**config.mk**
```make
export PLATFORM = sky130hd
export DESIGN_NAME = vlcfg_top
export DESIGN_NICKNAME = d
export VERILOG_FILES = /design/src/rtl/vlcfg_pkg.sv /design/src/rtl/vlcfg_sat.sv /design/src/rtl/vlcfg_src_sel.sv /design/src/rtl/vlcfg_clamp.sv /design/src/rtl/vlcfg_cond.sv /design/src/rtl/vlcfg_top.sv
export SDC_FILE = /design/constraint.sdc
export NUM_CORES = 1
export LEC_CHECK = 0
export BUFFER_PORTS_ARGS = -buffer_cell sky130_fd_sc_hd__buf_2
export CORE_AREA = 3 3 92 94
export DETAILED_ROUTE_END_ITERATION = 10
export DIE_AREA = 0 0 95 97
export GPL_TIMING_DRIVEN = 0
export PLACE_DENSITY = 0.73
export SYNTH_ARGS = -nofsm -noshare
export SYNTH_HDL_FRONTEND = slang
export SYNTH_HIERARCHICAL = 1
export SYNTH_SLANG_ARGS = --single-unit
export TNS_END_PERCENT = 20
```
**constraint.sdc**
```tcl
create_clock -name clk -period 4.9 [get_ports clk]
set_input_delay 0.98 -clock clk [delete_from_list [all_inputs] [get_ports clk]]
set_output_delay 0.98 -clock clk [all_outputs]
set_load 0.05 [all_outputs]
```
**src/rtl/vlcfg_pkg.sv**
```systemverilog
package vlcfg_pkg;

  typedef enum logic [1:0] {
    SRC_HOLD = 2'd0,
    SRC_REG  = 2'd1,
    SRC_IMM  = 2'd2,
    SRC_CTR  = 2'd3
  } len_src_e;

  typedef struct packed {
    logic lt;
    logic gt;
    logic eq;
    logic so;
  } cond_t;

endpackage

```
**src/rtl/vlcfg_sat.sv**
```systemverilog
// Reduce a wide register value to a length, saturating at the largest
// value the length field can express without the extra top bit.
module vlcfg_sat #(
  parameter int XLEN  = 64,
  parameter int LEN_W = 7
) (
  input  logic [XLEN-1:0]  val_i,
  output logic [LEN_W:0]   len_o,
  output logic             sat_o
);
  localparam int SW = LEN_W + 1;
  localparam logic [SW-1:0] SAT_MAX = SW'((1 << LEN_W) - 1);

  always_comb begin
    sat_o = |val_i[XLEN-1:LEN_W];
    len_o = sat_o ? SAT_MAX : {1'b0, val_i[LEN_W-1:0]};
  end
endmodule

```
**src/rtl/vlcfg_src_sel.sv**
```systemverilog
// Picks the candidate length among held value, register, immediate and count.
module vlcfg_src_sel
  import vlcfg_pkg::*;
#(
  parameter int XLEN  = 64,
  parameter int LEN_W = 7,
  parameter int IDX_W = 5
) (
  input  logic             vs_i,
  input  logic [IDX_W-1:0] rt_idx_i,
  input  logic [IDX_W-1:0] ra_idx_i,
  input  logic [LEN_W:0]   imm_len_i,
  input  logic [XLEN-1:0]  ra_val_i,
  input  logic [XLEN-1:0]  ctr_val_i,
  input  logic [LEN_W:0]   vl_cur_i,
  output logic [LEN_W:0]   cand_o,
  output logic             sat_o
);
  localparam int NSAT = 2;

  logic [XLEN-1:0] wide_in  [NSAT];
  logic [LEN_W:0]  wide_len [NSAT];
  logic            wide_sat [NSAT];
  len_src_e        sel;

  assign wide_in[0] = ra_val_i;
  assign wide_in[1] = ctr_val_i;

  for (genvar g = 0; g < NSAT; g++) begin : g_sat
    vlcfg_sat #(.XLEN(XLEN), .LEN_W(LEN_W)) u_sat (
      .val_i (wide_in[g]),
      .len_o (wide_len[g]),
      .sat_o (wide_sat[g])
    );
  end

  always_comb begin
    if (!vs_i)                  sel = SRC_HOLD;
    else if (ra_idx_i != '0)    sel = SRC_REG;
    else if (rt_idx_i == '0)    sel = SRC_IMM;
    else                        sel = SRC_CTR;
  end

  always_comb begin
    cand_o = vl_cur_i;
    sat_o  = 1'b0;
    unique case (sel)
      SRC_HOLD: begin cand_o = vl_cur_i;    sat_o = 1'b0;        end
      SRC_REG:  begin cand_o = wide_len[0]; sat_o = wide_sat[0]; end
      SRC_IMM:  begin cand_o = imm_len_i;   sat_o = 1'b0;        end
      SRC_CTR:  begin cand_o = wide_len[1]; sat_o = wide_sat[1]; end
      default:  begin cand_o = vl_cur_i;    sat_o = 1'b0;        end
    endcase
  end
endmodule

```
**src/rtl/vlcfg_clamp.sv**
```systemverilog
// Limits the candidate length to the maximum and reports clipping.
module vlcfg_clamp #(
  parameter int LEN_W = 7
) (
  input  logic [LEN_W:0] cand_i,
  input  logic           sat_i,
  input  logic [LEN_W:0] mvl_i,
  output logic [LEN_W:0] vl_o,
  output logic           ovf_o
);
  logic over;

  always_comb begin
    over  = cand_i > mvl_i;
    vl_o  = over ? mvl_i : cand_i;
    ovf_o = over | sat_i;
  end
endmodule

```
**src/rtl/vlcfg_cond.sv**
```systemverilog
// Builds the condition result from the new length and the overflow flag.
module vlcfg_cond
  import vlcfg_pkg::*;
#(
  parameter int LEN_W = 7
) (
  input  logic [LEN_W:0] vl_i,
  input  logic           ovf_i,
  output cond_t          cond_o
);
  always_comb begin
    cond_o.lt = 1'b0;
    cond_o.eq = (vl_i == '0);
    cond_o.gt = (vl_i != '0);
    cond_o.so = ovf_i;
  end
endmodule

```
**src/rtl/vlcfg_top.sv**
```systemverilog
module vlcfg_top
  import vlcfg_pkg::*;
#(
  parameter int XLEN  = 64,
  parameter int LEN_W = 7,
  parameter int IDX_W = 5
) (
  input  logic             clk,
  input  logic             rst,
  input  logic             issue,
  input  logic [IDX_W-1:0] rt_idx,
  input  logic [IDX_W-1:0] ra_idx,
  input  logic [LEN_W-1:0] imm,
  input  logic             ms,
  input  logic             vs,
  input  logic             vf,
  input  logic             rc,
  input  logic [XLEN-1:0]  ra_val,
  input  logic [XLEN-1:0]  ctr_val,
  output logic [LEN_W:0]   mvl,
  output logic [LEN_W:0]   vl,
  output logic             vfirst,
  output logic             persist,
  output logic             wb_en,
  output logic [XLEN-1:0]  wb_data,
  output logic             cr_we,
  output logic             cr_lt,
  output logic             cr_gt,
  output logic             cr_eq,
  output logic             cr_so
);
  localparam int SW = LEN_W + 1;

  logic [SW-1:0]   mvl_q, vl_q;
  logic            vfirst_q, persist_q;
  logic            wb_en_q, cr_we_q;
  logic [XLEN-1:0] wb_data_q;
  cond_t           cond_q;

  logic [SW-1:0]   imm_len, mvl_nx, cand, vl_nx;
  logic            sat, ovf;
  cond_t           cond_nx;

  assign imm_len = {1'b0, imm} + SW'(1);
  assign mvl_nx  = ms ? imm_len : mvl_q;

  vlcfg_src_sel #(.XLEN(XLEN), .LEN_W(LEN_W), .IDX_W(IDX_W)) u_src (
    .vs_i      (vs),
    .rt_idx_i  (rt_idx),
    .ra_idx_i  (ra_idx),
    .imm_len_i (imm_len),
    .ra_val_i  (ra_val),
    .ctr_val_i (ctr_val),
    .vl_cur_i  (vl_q),
    .cand_o    (cand),
    .sat_o     (sat)
  );

  vlcfg_clamp #(.LEN_W(LEN_W)) u_clamp (
    .cand_i (cand),
    .sat_i  (sat),
    .mvl_i  (mvl_nx),
    .vl_o   (vl_nx),
    .ovf_o  (ovf)
  );

  vlcfg_cond #(.LEN_W(LEN_W)) u_cond (
    .vl_i   (vl_nx),
    .ovf_i  (ovf),
    .cond_o (cond_nx)
  );

  // Architectural state
  always_ff @(posedge clk) begin
    if (rst) begin
      mvl_q     <= '0;
      vl_q      <= '0;
      vfirst_q  <= 1'b0;
      persist_q <= 1'b0;
    end else if (issue) begin
      mvl_q     <= mvl_nx;
      vl_q      <= vl_nx;
      persist_q <= 1'b0;
      if (ms) vfirst_q <= vf;
    end
  end

  // Result pulses
  always_ff @(posedge clk) begin
    if (rst) begin
      wb_en_q   <= 1'b0;
      wb_data_q <= '0;
      cr_we_q   <= 1'b0;
      cond_q    <= '0;
    end else begin
      wb_en_q <= issue && (rt_idx != '0);
      cr_we_q <= issue && rc;
      if (issue) begin
        wb_data_q <= XLEN'(vl_nx);
        cond_q    <= cond_nx;
      end
    end
  end

  assign mvl     = mvl_q;
  assign vl      = vl_q;
  assign vfirst  = vfirst_q;
  assign persist = persist_q;
  assign wb_en   = wb_en_q;
  assign wb_data = wb_data_q;
  assign cr_we   = cr_we_q;
  assign cr_lt   = cond_q.lt;
  assign cr_gt   = cond_q.gt;
  assign cr_eq   = cond_q.eq;
  assign cr_so   = cond_q.so;

  // Checks on the state registers and result pulses
  p_ms_load_r2: assert property (@(posedge clk) disable iff (rst)
    issue && ms |=> mvl_q == SW'($past(imm)) + SW'(1));

  p_ms_keep_r2: assert property (@(posedge clk) disable iff (rst)
    issue && !ms |=> $stable(mvl_q));

  p_vl_bound_r7: assert property (@(posedge clk) disable iff (rst)
    vl_q <= mvl_q);

  p_no_wb_r8: assert property (@(posedge clk) disable iff (rst)
    issue && (rt_idx == '0) |=> !wb_en_q);

  p_wb_value_r8: assert property (@(posedge clk) disable iff (rst)
    wb_en_q |-> wb_data_q == XLEN'(vl_q));

  p_vf_keep_r9: assert property (@(posedge clk) disable iff (rst)
    issue && !ms |=> $stable(vfirst_q));

  p_persist_clr_r9: assert property (@(posedge clk) disable iff (rst)
    issue |=> !persist_q);

  p_cond_shape_r10: assert property (@(posedge clk) disable iff (rst)
    cr_we_q |-> !cond_q.lt && (cond_q.eq != cond_q.gt) && (cond_q.eq == (vl_q == '0)));

  p_idle_hold_r11: assert property (@(posedge clk) disable iff (rst)
    !issue |=> $stable(mvl_q) && $stable(vl_q) && !wb_en_q && !cr_we_q);
endmodule

```
==> flow_metrics.env <==
export IMPL_routedWlPerCell_microns=13.5
export IMPL_clock_latency_ns=0.26
export IMPL_ys_ff_latch=23
export IMPL_die_w_microns=95
export IMPL_finalHoldViolations=0
export IMPL_power_density_nw_per_um2=195
export IMPL_hold_buffers=0
export IMPL_ys_warn_count=6
export IMPL_critPathKind="primary input to flop"
export IMPL_rr_endpoint="cr_gt$_SDFFE_PP0P_"
export IMPL_ctsLongestPathBuffers=2
export IMPL_worstHoldPathCells=2
export IMPL_hpwl_microns=8240
export IMPL_end_kind="flop"
export IMPL_grt_total_usage=0.190
export IMPL_n_fill_cell=770
export IMPL_dieArea_sq_um=9220
export IMPL_area_growth_pct=50.7
export IMPL_r2r_start="mvl[5]$_SDFFE_PP0P_"
export IMPL_core_area_sq_um=7730
export IMPL_slew_headroom=0.654
export IMPL_grt_pass1_wl_microns=14100
export IMPL_finalSetupViolations=0
export IMPL_drive_above_1_share=0.491
export IMPL_synth_top_cell_by_area="buf_4"
export IMPL_synth_top_area_share=0.203
export IMPL_ys_types=43
export IMPL_worst_r2r_setup_slack_ns=2.02
export IMPL_syn_cell_area_sq_um=2590
export IMPL_dpl_cell_count=676
export IMPL_start_kind="primary input"
export IMPL_htree_levels=1
export IMPL_finalPower_uw=759
export IMPL_first_global_vias=2978
export IMPL_cap_viol_max_count=0
export IMPL_clock_skew_ns=0.00488
export IMPL_drc=0
export IMPL_row_count=32
export IMPL_place_area_sq_um=3830
export IMPL_drt_total_wl_microns=9180
export IMPL_holdPathEnd="vfirst$_SDFFE_PP0P_"
export IMPL_port_buffers=180
export IMPL_place_gp_congestion=0.894
export IMPL_synth_seq_area_share=0.178
export IMPL_diodes=0
export IMPL_ys_flop_type="dfxtp_1"
export IMPL_final_cells=682
export IMPL_cp_arrival_ns=4.75
export IMPL_leakage_nw=2.10
export IMPL_synth_top_cells_by_area="buf_4, dfxtp_1, nor4_1"
export IMPL_cts_sinks=23
export IMPL_async_flop_share=0
export IMPL_grt_max_degree=14
export IMPL_antenna_left=0
export IMPL_outcome="complete, no violations"
export IMPL_cp_max_fo=9
export IMPL_antenna_found_initial=0
export IMPL_pre_cts_ws_ns=-0.202
export IMPL_fin_ws_ns=0.289
export IMPL_period_needed_ns=4.61
export IMPL_drt_pass1_iter_count=4
export IMPL_postLayoutCellArea_sq_um=3900
export IMPL_min_from="vfirst$_SDFFE_PP0P_"
export IMPL_first_iter_violations=106
export IMPL_peakVddDrop_mv=0.113
export IMPL_cts_clk_slew_worst_paths_ns=0.08
export IMPL_die_y_microns=97
export IMPL_finalCritPeriodShare=0.941
export IMPL_fmax_mhz=217
export IMPL_root_buffer="clkbuf_8"
export IMPL_synth_edf_count=0
export IMPL_initial_core_util=0.335
export IMPL_reg2regPathDepth=12
export IMPL_cts_tree="yes"
export IMPL_synth_cells=338
export IMPL_rsz0062_at_grt="false"
export IMPL_vias_per_cell=4.46
export IMPL_vias=3039
export IMPL_worstMarginPinSlew_ns=0.519
export IMPL_gr_total_overflow=0
export IMPL_hp_class="flop to flop"
export IMPL_worstPathRequired_ns=5.04
export IMPL_io_pins=240
export IMPL_drv_slew=0
export IMPL_finalNetCount=742
export IMPL_syn_area_per_cell_sq_um=7.66
export IMPL_numCtsBuffers=3
stage by stage:
step                hold slack, ns  setup TNS [ns]   util
finish                       0.462               0  0.505
global route                 0.503               0  0.505
CTS                          0.466               0  0.501
detailed placement           0.453          -0.387  0.495
global placement             0.447          -0.243  0.495
floorplan                    0.671               0      -
how the worst max path moves through the flow:
stage,from,endpoint,slack [ns],depth (start not counted)
6_report,rt_idx[1],cr_gt$_SDFFE_PP0P_,0.29,17
2_1_floorplan,rt_idx[1],cr_gt$_SDFFE_PP0P_,0.63,16
3_3_place_gp,ctr_val[8],cr_gt$_SDFFE_PP0P_,-0.13,17
4_1_cts,ctr_val[8],cr_gt$_SDFFE_PP0P_,0.06,17
3_5_place_dp,ctr_val[19],cr_gt$_SDFFE_PP0P_,-0.20,17
5_1_grt,ctr_val[42],cr_gt$_SDFFE_PP0P_,0.06,18
cell families after synthesis:
logic type                 share of synthesized area
adders and majority gates                     0.0435
other                                        0.00580
buffers and inverters                          0.265
and+or+nand+nor                                0.272
AOI/OAI and AO/OA                              0.135
xor gates and xnor gates                      0.0102
muxes                                         0.0899
DFF                                            0.178
layer usage:
layer,track usage,part of all wire
met5,0,0
met3,0.0280,0.083
met2,0.330,0.49
met1,0.252,0.42
met4,0.0266,0.0078
power breakdown:
| group | switching [mW] | internal, mW |
|---|---|---|
| Combinational | 0.276 | 0.155 |
| Sequential | 0.0112 | 0.200 |
| Clock | 0.0591 | 0.0567 |
| Total | 0.347 | 0.413 |
cell usage in the layout (no fill, tap or decap), types with 3 or more instances in the layout:
cell type	Yosys	routed
ha_1	9	9
buf_2	3	183
o22ai_1	8	8
nand3_1	5	5
inv_1	24	24
clkbuf_8	0	3
and2_1	3	3
nor2_1	27	27
nand2_1	11	11
a211oi_1	13	13
nor3b_1	8	8
o21ai_0	11	11
mux2i_1	12	12
buf_6	3	3
nand4_1	8	8
a21oi_1	7	7
nor4_1	28	26
nand2b_1	15	15
buf_4	70	72
conb_1	4	60
nor3_1	4	4
mux2_2	10	10
clkbuf_1	6	6
dfxtp_1	23	23
cell usage after synthesis (9+ instances only):
master,count
nand2_1,11
buf_4,70
nand2b_1,15
nor2_1,27
mux2_2,10
nor4_1,28
dfxtp_1,23
o21ai_0,11
inv_1,24
ha_1,9
mux2i_1,12
a211oi_1,13
worst max-delay path, stage by stage:
cell and delay (ns):
buf_2 0.10, or4_4 0.53, buf_6 0.15, or2_0 0.21
buf_6 0.14, a211oi_1 0.35, o22ai_1 0.19, ha_1 0.34
nor2b_1 0.13, o211ai_1 0.19, a21oi_2 0.10, o22ai_4 0.29
mux2_2 0.40, nor4_2 0.35, nand2_1 0.08, mux2i_1 0.15
nor2_1 0.05
area by class of cell:
| class | instances | area, sq um | area share |
|---|---|---|---|
| multi-input combinational | 265 | 1660 | 0.427 |
| timing repair buffer | 182 | 916 | 0.235 |
| buffer | 82 | 597 | 0.153 |
| sequential | 23 | 460 | 0.118 |
| tap | 102 | 128 | 0.0327 |
| inverter | 24 | 90.1 | 0.0231 |
| clock buffer | 3 | 41.3 | 0.0106 |
| clock inverter | 1 | 5.00 | 0.00128 |
repair_timing:
action	CTS	global route
buffers inserted	0	2
setup endpoints to repair	0	2
resized for setup	0	2
Note: power is estimated with default switching activity, not from simulation.
